[src/rtl/hpi_pkg.sv]
package hpi_pkg;
  typedef enum logic [1:0] {
    SEL_CTL  = 2'b00,
    SEL_DINC = 2'b01,
    SEL_ADDR = 2'b10,
    SEL_DFIX = 2'b11
  } hpi_sel_e;
endpackage

[src/rtl/hpi_addr_reg.sv]
module hpi_addr_reg #(
  parameter int AW = 11,
  parameter int BW = 8
) (
  input  logic          clk,
  input  logic          rst,
  input  logic          load_hi,
  input  logic          load_lo,
  input  logic          inc,
  input  logic [BW-1:0] din,
  output logic [AW-1:0] addr
);
  localparam int AHI = AW - BW;

  always_ff @(posedge clk) begin
    if (rst) addr <= '0;
    else if (load_hi) addr[AW-1:BW] <= din[AHI-1:0];
    else if (load_lo) addr[BW-1:0] <= din;
    else if (inc) addr <= addr + 1'b1;
  end

  p_inc_wrap_r6: assert property (@(posedge clk) disable iff (rst)
    inc && !load_hi && !load_lo |=> addr == AW'($past(addr) + 1'b1));
  p_addr_hold_r10: assert property (@(posedge clk) disable iff (rst)
    !load_hi && !load_lo && !inc |=> $stable(addr));
endmodule

[src/rtl/hpi_ctl_reg.sv]
module hpi_ctl_reg #(
  parameter int DW = 16,
  parameter int BW = 8
) (
  input  logic          clk,
  input  logic          rst,
  input  logic          host_wr,
  input  logic [BW-1:0] host_din,
  input  logic          loc_we,
  input  logic [DW-1:0] loc_wdata,
  output logic          lreq,
  output logic          hint,
  output logic [DW-1:0] ctl_word
);
  localparam int REQ_BIT  = 2;
  localparam int HINT_BIT = 3;

  logic set_h, clr_h;
  assign set_h = loc_we && loc_wdata[HINT_BIT];
  assign clr_h = host_wr && host_din[HINT_BIT];

  always_ff @(posedge clk) begin
    if (rst) begin
      lreq <= 1'b0;
      hint <= 1'b0;
    end else begin
      lreq <= host_wr && host_din[REQ_BIT];
      if (set_h) hint <= 1'b1;
      else if (clr_h) hint <= 1'b0;
    end
  end

  always_comb begin
    ctl_word = '0;
    ctl_word[REQ_BIT]  = lreq;
    ctl_word[HINT_BIT] = hint;
  end

  p_req_cause_r7: assert property (@(posedge clk) disable iff (rst)
    lreq |-> $past(host_wr && host_din[REQ_BIT]));
  p_set_wins_r8: assert property (@(posedge clk) disable iff (rst)
    loc_we && loc_wdata[HINT_BIT] |=> hint);
  p_host_clear_r8: assert property (@(posedge clk) disable iff (rst)
    host_wr && host_din[HINT_BIT] && !(loc_we && loc_wdata[HINT_BIT]) |=> !hint);
endmodule

[src/rtl/hpi_rd_path.sv]
module hpi_rd_path
  import hpi_pkg::*;
#(
  parameter int AW = 11,
  parameter int DW = 16,
  parameter int BW = 8
) (
  input  logic          clk,
  input  logic          rst,
  input  logic          req,
  input  hpi_sel_e      sel,
  input  logic          hi,
  input  logic [AW-1:0] addr,
  input  logic [DW-1:0] ctl_word,
  input  logic [DW-1:0] mem_rdata,
  output logic [BW-1:0] dout
);
  logic          p_req, p_hi;
  hpi_sel_e      p_sel;
  logic [BW-1:0] lo_hold;
  logic [DW-1:0] addr_w;

  assign addr_w = DW'(addr);

  always_ff @(posedge clk) begin
    if (rst) begin
      p_req <= 1'b0;
      p_hi  <= 1'b0;
      p_sel <= SEL_CTL;
    end else begin
      p_req <= req;
      p_hi  <= hi;
      p_sel <= sel;
    end
  end

  always_ff @(posedge clk) begin
    if (rst) begin
      dout    <= '0;
      lo_hold <= '0;
    end else if (p_req) begin
      case (p_sel)
        SEL_CTL:  dout <= p_hi ? ctl_word[DW-1:BW] : ctl_word[BW-1:0];
        SEL_ADDR: dout <= p_hi ? addr_w[DW-1:BW] : addr_w[BW-1:0];
        default: begin
          if (p_hi) begin
            dout    <= mem_rdata[DW-1:BW];
            lo_hold <= mem_rdata[BW-1:0];
          end else begin
            dout <= lo_hold;
          end
        end
      endcase
    end
  end

  p_idle_hold_r5: assert property (@(posedge clk) disable iff (rst)
    !p_req |=> $stable(dout));
endmodule

[src/rtl/hostport_bridge.sv]
module hostport_bridge
  import hpi_pkg::*;
#(
  parameter int AW = 11,
  parameter int DW = 16,
  parameter int BW = 8
) (
  input  logic          clk,
  input  logic          rst,
  input  logic [BW-1:0] h_data_in,
  output logic [BW-1:0] h_data_out,
  input  logic [1:0]    h_sel,
  input  logic          h_hi_byte,
  input  logic          h_write,
  input  logic          h_strobe,
  output logic          h_intr,
  output logic          loc_intr,
  input  logic          loc_ctl_we,
  input  logic [DW-1:0] loc_ctl_wdata,
  output logic [DW-1:0] loc_ctl_rd,
  input  logic          mem_grant,
  output logic [AW-1:0] mem_addr,
  output logic [DW-1:0] mem_wdata,
  output logic          mem_we,
  output logic          mem_re,
  input  logic [DW-1:0] mem_rdata
);
  hpi_sel_e      sel;
  logic          is_data, data_ok, reg_rd, rd_req;
  logic          ld_hi, ld_lo, inc, ctl_wr;
  logic [BW-1:0] wr_hi_q;
  logic [AW-1:0] addr_q;
  logic [DW-1:0] ctl_word;

  assign sel     = hpi_sel_e'(h_sel);
  assign is_data = (sel == SEL_DINC) || (sel == SEL_DFIX);
  assign data_ok = h_strobe && is_data && mem_grant;
  assign reg_rd  = h_strobe && !is_data;
  assign rd_req  = !h_write && (reg_rd || data_ok);

  assign mem_we    = data_ok && h_write && !h_hi_byte;
  assign mem_re    = data_ok && !h_write && h_hi_byte;
  assign mem_addr  = addr_q;
  assign mem_wdata = {wr_hi_q, h_data_in};

  assign ld_hi  = h_strobe && h_write && sel == SEL_ADDR && h_hi_byte;
  assign ld_lo  = h_strobe && h_write && sel == SEL_ADDR && !h_hi_byte;
  assign inc    = data_ok && !h_hi_byte && sel == SEL_DINC;
  assign ctl_wr = h_strobe && h_write && sel == SEL_CTL && !h_hi_byte;

  always_ff @(posedge clk) begin
    if (rst) wr_hi_q <= '0;
    else if (data_ok && h_write && h_hi_byte) wr_hi_q <= h_data_in;
  end

  hpi_addr_reg #(.AW(AW), .BW(BW)) u_addr (
    .clk(clk), .rst(rst), .load_hi(ld_hi), .load_lo(ld_lo), .inc(inc),
    .din(h_data_in), .addr(addr_q)
  );

  hpi_ctl_reg #(.DW(DW), .BW(BW)) u_ctl (
    .clk(clk), .rst(rst), .host_wr(ctl_wr), .host_din(h_data_in),
    .loc_we(loc_ctl_we), .loc_wdata(loc_ctl_wdata),
    .lreq(loc_intr), .hint(h_intr), .ctl_word(ctl_word)
  );

  assign loc_ctl_rd = ctl_word;

  hpi_rd_path #(.AW(AW), .DW(DW), .BW(BW)) u_rd (
    .clk(clk), .rst(rst), .req(rd_req), .sel(sel), .hi(h_hi_byte),
    .addr(addr_q), .ctl_word(ctl_word), .mem_rdata(mem_rdata), .dout(h_data_out)
  );

  p_we_low_only_r3: assert property (@(posedge clk) disable iff (rst)
    mem_we |-> !h_hi_byte && h_write && h_strobe);
  p_re_high_only_r4: assert property (@(posedge clk) disable iff (rst)
    mem_re |-> h_hi_byte && !h_write && h_strobe);
  p_one_access_r4: assert property (@(posedge clk) disable iff (rst)
    $onehot0({mem_we, mem_re}));
  p_no_grant_r10: assert property (@(posedge clk) disable iff (rst)
    !mem_grant |-> !mem_we && !mem_re);
endmodule

[config.mk]
export PLATFORM = sky130hd
export DESIGN_NAME = hostport_bridge
export DESIGN_NICKNAME = d
export VERILOG_FILES = /design/src/rtl/hpi_pkg.sv /design/src/rtl/hpi_addr_reg.sv /design/src/rtl/hpi_ctl_reg.sv /design/src/rtl/hpi_rd_path.sv /design/src/rtl/hostport_bridge.sv
export SDC_FILE = /design/constraint.sdc
export NUM_CORES = 1
export LEC_CHECK = 0
export CAP_MARGIN = 0
export CORE_ASPECT_RATIO = 2
export CORE_MARGIN = 2
export CORE_UTILIZATION = 41
export CTS_CLUSTER_SIZE = 12
export DETAILED_ROUTE_END_ITERATION = 8
export PLACE_DENSITY = 0.89
export SLEW_MARGIN = 20
export SYNTH_ARGS = -nofsm -noshare
export SYNTH_HDL_FRONTEND = slang
export SYNTH_SLANG_ARGS = --single-unit
[constraint.sdc]
create_clock -name clk -period 2.65 [get_ports clk]
set_input_delay 0.53 -clock clk [delete_from_list [all_inputs] [get_ports clk]]
set_output_delay 0.53 -clock clk [all_outputs]
set_load 0.01 [all_outputs]
==> summary.md, run 1 <==
| Metric | Value |
|---|---|
| Status | `completed` |
| IR drop worst, VDD | `0.396 mV` |
| CP delay by family, top | `buffers and inverters` |
| Synthesized cell area | `2190 um^2` |
| Critical Path Sink | `mem_we` |
| Asr flop ratio synth | `0%` |
| Startpoint Class | `primary input` |
| Internal power | `0.917 mW` |
| Share of cells above drive strength 1 | `9.03%` |
| Seq cells post-synth | `between 40 and 50` |
| Crit path top cell by count | `clkdlybuf4s50_1` |
| Fin Clk Skew | `6.57 ps` |
| Die Ht | `107 um` |
| CTS Sinks | `41` |
| Top FF cell, synth | `dfxtp_1` |
| Area growth, synth to finish | `36.5%` |
| Clock Latency Late Sink | `290 ps` |
| Final setup viols | `0` |
| Simple-gate portion of the synthesized area | `between 20% and 30%` |
| Final nets | `370` |
| Dpl hpwl | `4420 um` |
| # H-tree levels | `2` |
| Critical path class | `primary input to output port` |
| Overall routing resource usage | `19.0%` |
| Critical path peak fanout | `6` |
| Die Width | `55.7 um` |
| Routed Antenna Nets | `0` |
| Clock buffer depth | `2` |
| Crit path depth | `4` |
| Reg2Reg Setup Slack | `780 ps` |
| Largest net degree at the start of global routing | `19` |
| Relative max-transition margin | `65.7%` |
| GR peak layer | `met2` |
| Crit path max-delay cell type | `clkdlybuf4s50_1` |
| First-pass GRT wire length | `9220 um` |
| Largest family of logic cells by synthesized area | `simple AND/OR/NAND/NOR gates` |
| Crit Reg-Reg Endpoint | `u_addr.addr[10]` |
| # diodes | `0` |
| Routing usage on met1 | `a little under a fifth` |
| Seq pwr share | `between 50% and 60%` |
| Mapped Cells | `255` |
| PwrDens | `414 nW/um^2` |
| Wire per inst | `about 15 um` |
| Switching power | `0.320 mW` |
| CTS tree | `done` |
| Fin. max-slew vios | `0` |
| # Max-Cap Violations | `0` |
| Post-synthesis adder-cell area fraction | `less than 1%` |
| Post_cts resized | `0` |
| Setup TNS | `0 ps` |
| Routed wire length | `5790 um` |
| DR iter-0 viols | `79` |
| HP Start | `u_rd.dout[2]` |
| WP data required | `2120 ps` |
| Number of global-route vias before repair | `2042` |
| Logic gate share of total power | `15.1%` |
| Distinct cell type count after synthesis | `42` |
| Gr ovfl total | `0` |
| Clock transition at the registers of the reported paths | `about 80 ps` |
| Post-synthesis mux area share | `13.2%` |
| Starting Density | `~43%` |
| Reg2Reg Depth | `5` |
| Sw Share | `about a quarter` |
| Core area | `approximately 5100 um^2` |
| Hold slack final | `474 ps` |
| Total via count in the routed design | `2107` |
| Leakage | `1.08 nW` |
| CP cell instances | `clkdlybuf4s50_1 > nand3b_1 > nor2_1 > clkdlybuf4s50_1` |
| Final Hold Vio Count | `0` |
| Worst Path Arrival | `between 1500 and 2000 ps` |
| Final worst path period need | `2460 ps` |
| R2R Path Start | `u_addr.addr[0]` |
| WP buf/inv | `2` |
| Post-route DRC | `0` |
| Placement Rows | `37` |
| Number of synthesized flops with an enable pin | `0` |
| Initial antenna violation count | `0` |
| Compound-cell area share of the yosys netlist | `13.8%` |
| Fmax achieved | `between 400 and 500 MHz` |
| Root Driver | `clkbuf_8` |
| Layout filler cell count | `approximately 450` |
| Tot Pwr | `1.24 mW` |
| Unrepaired setup endpoints after global routing | `false` |
| Critical Path Max Stage Delay | `roughly 550 ps` |
| Worst setup EP type | `output port` |
| PortBufs | `74` |
| Hold_buf cts | `0` |
| Tcrit/Tclk final | `about 93%` |
| Register area share after synthesis | `37.5%` |
| Setup crit start | `h_strobe` |
| Post-Synth XOR/XNOR Area | `0%` |
| Worst Max-Slew Pin Slew | `513 ps` |
| Setup Fix Bufs, Post-CTS | `0` |
| Die ar. | `around 6000 um^2` |
| I/O pin cnt | `104` |
| DR pass1 iterations | `4` |
| Syn. warnings | `0` |
| Mean area per synthesized cell | `8.59 um^2` |
| Met3 usage | `3.25%` |
| Hold Crit Class | `flip-flop to flip-flop` |
| Met2 usage | `around 37%` |
| Clk pwr share | `32.7%` |
| GP Congestion | `0.847` |
| Vias per inst | `5.56` |
| Cts bufs inserted | `5` |
[per-stage QoR]
| step | utilization, % | instance area (um^2) | setup slack [ps] | instances |
|---|---|---|---|---|
| after global routing | 58.1 | 2990 | 83.2 | 379 |
| after detailed placement | 56.5 | 2910 | 118 | 371 |
| after CTS | 58.1 | 2990 | 189 | 379 |
| after global placement | 56.5 | 2910 | 166 | 371 |
| final | 58.1 | 2990 | 188 | 379 |
| after floorplan | - | 2240 | 596 | 268 |
[per-layer routing]
layer	routed length (um)	up-vias
li1	-	1003
met1	1990	1006
met2	3310	86
met3	322	12
met4	169	0
met5	0	-
[layout by cell type (no fill, tap or decap), types with 2 or more instances in the layout]
| cell type | n |
|---|---|
| clkdlybuf4s50_1 | 74 |
| inv_1 | 4 |
| and4_1 | 2 |
| a31oi_1 | 4 |
| a32oi_1 | 3 |
| clkbuf_8 | 5 |
| nand3_1 | 14 |
| o211ai_1 | 5 |
| o2bb2ai_1 | 2 |
| mux2_2 | 7 |
| or3_1 | 3 |
| a22oi_1 | 3 |
| clkinv_2 | 2 |
| nor2_1 | 32 |
| nand2b_1 | 4 |
| nor3_1 | 3 |
| nand4_1 | 2 |
| a21oi_1 | 8 |
| o21ai_0 | 4 |
| buf_4 | 10 |
| conb_1 | 14 |
| mux2i_1 | 21 |
| a211oi_1 | 8 |
| dfxtp_1 | 41 |
| nor2b_1 | 6 |
| nand3b_1 | 5 |
| nand2_1 | 17 |
| or4_1 | 2 |
[tightest hold or removal path, cell delays in order, from the launching register on]
cell	delay (ps)
dfxtp_1	310
nand2b_1	60
a21oi_1	50
[cell families (layout without fill, tap and decap cells)]
| logic type | after synthesis | after routing |
|---|---|---|
| flops | 41 | 41 |
| fa+ha+maj | 1 | 1 |
| mux | 28 | 28 |
| other cells | 1 | 14 |
| compound gates | 42 | 42 |
| buf+inv | 44 | 97 |
| simple gates | 98 | 98 |
[power groups by stage]
stage	Clock (mW)	Combinational, mW	Sequential (mW)
5_1_grt	0.428	0.200	0.649
3_3_place_gp	0	0.183	0.660
2_1_floorplan	0	0.100	0.658
4_1_cts	0.402	0.187	0.646
3_5_place_dp	0	0.185	0.661
6_report	0.404	0.187	0.646
[registers in the layout, indices dropped and copies added, names as in the netlist]
signal and cells:
u_rd.dout 8, u_ctl.hint 1, u_rd.p_hi 1, u_rd.lo_hold 8, u_addr.addr 11, u_ctl.lreq 1, u_rd.p_sel 2, u_rd.p_req 1
wr_hi_q 8
[final cells by class]
| class | count | area (um^2) | area share (%) |
|---|---|---|---|
| timing repair buffer | 85 | 836 | 28.0 |
| tap | 58 | 72.6 | 2.43 |
| clock inverter | 2 | 10.0 | 0.335 |
| sequential | 41 | 821 | 27.5 |
| inverter | 4 | 15.0 | 0.503 |
| clock buffer | 6 | 72.6 | 2.43 |
| multi-input combinational | 183 | 1160 | 38.9 |
[cell usage after synthesis (all sizes together) (4+ instances only)]
master | instances | area (um^2)
dfxtp | 41 | 821
nor2 | 32 | 120
buf | 27 | 193
mux2i | 21 | 210
nand2 | 17 | 63.8
nand3 | 14 | 70.1
clkbuf | 13 | 48.8
a211oi | 8 | 60.1
a21oi | 8 | 40.0
mux2 | 7 | 78.8
nor2b | 6 | 37.5
nand3b | 5 | 37.5
o211ai | 5 | 37.5
a31oi | 4 | 25.0
inv | 4 | 15.0
nand2b | 4 | 25.0
o21ai | 4 | 20.0
[worst min-delay path by stage]
stage	endpoint	slack (ps)	depth (start not counted)
6_report	u_rd.dout[2]	470	2
5_1_grt	u_rd.dout[2]	490	2
4_1_cts	u_rd.dout[2]	480	2
3_5_place_dp	u_rd.dout[2]	460	2
3_3_place_gp	u_rd.dout[2]	460	2
2_1_floorplan	u_rd.lo_hold[2]	460	2
No activity file was read; power rests on OpenSTA's default activity.
==> inputs of run 2 (changes only) <==
- CORE_MARGIN: 2 -> 4
- PLACE_DENSITY: 0.89 -> 0.8
- RECOVER_POWER: default -> 25
==> run 2 against run 1 <==
Against the previous run:
- clock power is 28% higher
- worst setup slack worse by 13 ps
- final area up 0.46%
- non-clock buffer count is the same
- register-to-register slack lost 70 ps
- sequential power barely moved
==> summary.md, run 2 (synthesis gave the netlist of run 1 again) <==
| Metric | Value |
|---|---|
| Status | `completed` |
| Vias per inst | `5.46` |
| Share of cells above drive strength 1 | `8.41%` |
| Reg2Reg Depth | `5` |
| Post_cts resized | `0` |
| DR pass1 iterations | `5` |
| CTS tree | `done` |
| Placement Rows | `37` |
| Wire per inst | `15.9 um` |
| R2R Path Start | `u_addr.addr[0]` |
| Fmax achieved | `404 MHz` |
| Crit path depth | `4` |
| Crit path top cell by count | `clkdlybuf4s50_1` |
| Hold slack final | `approximately 480 ps` |
| Most frequent cells in the layout | `clkdlybuf4s50_1 (70), dfxtp_1 (41), nor2_1 (32)` |
| Hold path depth | `2` |
| Most flops, register | `u_addr.addr` |
| Most common cell after layout, fill and taps aside | `clkdlybuf4s50_1` |
| Fin Clk Skew | `roughly 6.8 ps` |
| Setup TNS | `0 ps` |
| First-pass GRT wire length | `9670 um` |
| Gr ovfl total | `0` |
| Clock Latency Late Sink | `290 ps` |
| Cts bufs inserted | `5` |
| Root Driver | `clkbuf_8` |
| # H-tree levels | `2` |
| Crit path max-delay cell type | `clkdlybuf4s50_1` |
| I/O pin cnt | `104` |
| DR iter-0 viols | `56` |
| Clock transition at the registers of the reported paths | `80 ps` |
| Final Hold Vio Count | `0` |
| Hold_buf cts | `0` |
| Dpl hpwl | `4530 um` |
| Initial antenna violation count | `0` |
| WP buf/inv | `2` |
| Fin. max-slew vios | `0` |
| Critical Path Max Stage Delay | `550 ps` |
| Core area | `5180 um^2` |
| Number of global-route vias before repair | `2066` |
| Unrepaired setup endpoints after global routing | `false` |
| Final core occ | `57.9%` |
| Starting Density | `42.2%` |
| Number of flip-flops in the largest register | `11` |
| Die Width | `59.7 um` |
| PortBufs | `74` |
| Setup Fix Bufs, Post-CTS | `0` |
| Layout filler cell count | `511` |
| Hold Crit Class | `flip-flop to flip-flop` |
| Overall routing resource usage | `between 10% and 20%` |
| Relative max-transition margin | `40.5%` |
| CP delay by family, top | `buffers and inverters` |
| Worst setup EP type | `output port` |
| Clock buffer depth | `2` |
| CTS Sinks | `41` |
| Tcrit/Tclk final | `approximately 93%` |
| IR drop worst, VDD | `0.455 mV` |
| Routed Antenna Nets | `0` |
| Setup crit start | `h_hi_byte` |
| Worst Max-Slew Pin Slew | `just under 900 ps` |
| WP data required | `2120 ps` |
| GP Congestion | `around 0.88` |
| Final worst path period need | `between 2000 and 2500 ps` |
| HP Start | `u_rd.dout[2]` |
| Leakage | `approximately 1.1 nW` |
| # diodes | `0` |
| Critical path class | `primary input to output port` |
| PwrDens | `about 450 nW/um^2` |
| Final nets | `370` |
| Final setup viols | `0` |
| Critical path peak fanout | `4` |
| Reg2Reg Setup Slack | `just over 700 ps` |
| Post-Layout Cell Count | `around 380` |
| Die Ht | `around 110 um` |
| # Max-Cap Violations | `0` |
| Largest net degree at the start of global routing | `23` |
| Routed wire length | `6010 um` |
| Post-route DRC | `0` |
| Startpoint Class | `primary input` |
| Inst Count DP | `about 370` |
| Total via count in the routed design | `between 2000 and 2500` |
| Worst Path Arrival | `1940 ps` |
| Area growth, synth to finish | `37.1%` |
| CP cell instances | `clkdlybuf4s50_1 > nand3b_1 > nor2_1 > clkdlybuf4s50_1` |
| Die ar. | `6640 um^2` |
run 2: worst paths after layout:
check	endpoint
max reg2reg	u_addr.addr[10]
min reg2reg	u_rd.dout[2]
min	u_rd.dout[2]
max	mem_we
run 2: where the power goes:
group	internal [mW]	switching (mW)
sequential	0.630	0.0156
combinational	0.102	0.0831
clock	0.307	0.209
total	1.04	0.308
run 2: final cells by class:
class                      count  area [um^2]  share of cell area (%)
clock buffer                   7         86.3                    2.88
timing repair buffer          85          816                    27.2
inverter                       4         15.0                   0.500
sequential                    41          821                    27.3
clock inverter                 1         30.0                    1.00
multi-input combinational    183         1160                    38.7
tap                           58         72.6                    2.42
run 2: worst reg2reg max path, cell delays in order (launching register included):
cell and delay (ps):
dfxtp_1 470, ha_1 250, and3_1 270, nand3_1 180, or4_4 520, a41oi_2 160
run 2: routing by layer:
layer,GRT usage (%),wire [um]
met1,19.3,2080
met2,35.1,3400
met3,3.36,371
met4,6.51,163
met5,0,0
run 2: through the flow:
step | cell area, um^2 | power, mW | worst slack (ps)
2_1_floorplan | 2240 | 0.758 | 596
4_1_cts | 3010 | 1.36 | 171
3_5_place_dp | 2890 | 0.847 | 146
3_3_place_gp | 2890 | 0.844 | 169
5_1_grt | 3000 | 1.41 | 80.5
6_report | 3000 | 1.35 | 176
==> inputs of run 3 (changes only) <==
- SLEW_MARGIN: 20 -> 40
==> results of run 3 <==
Final layout, timing and power as in run 2 (identical DEF).
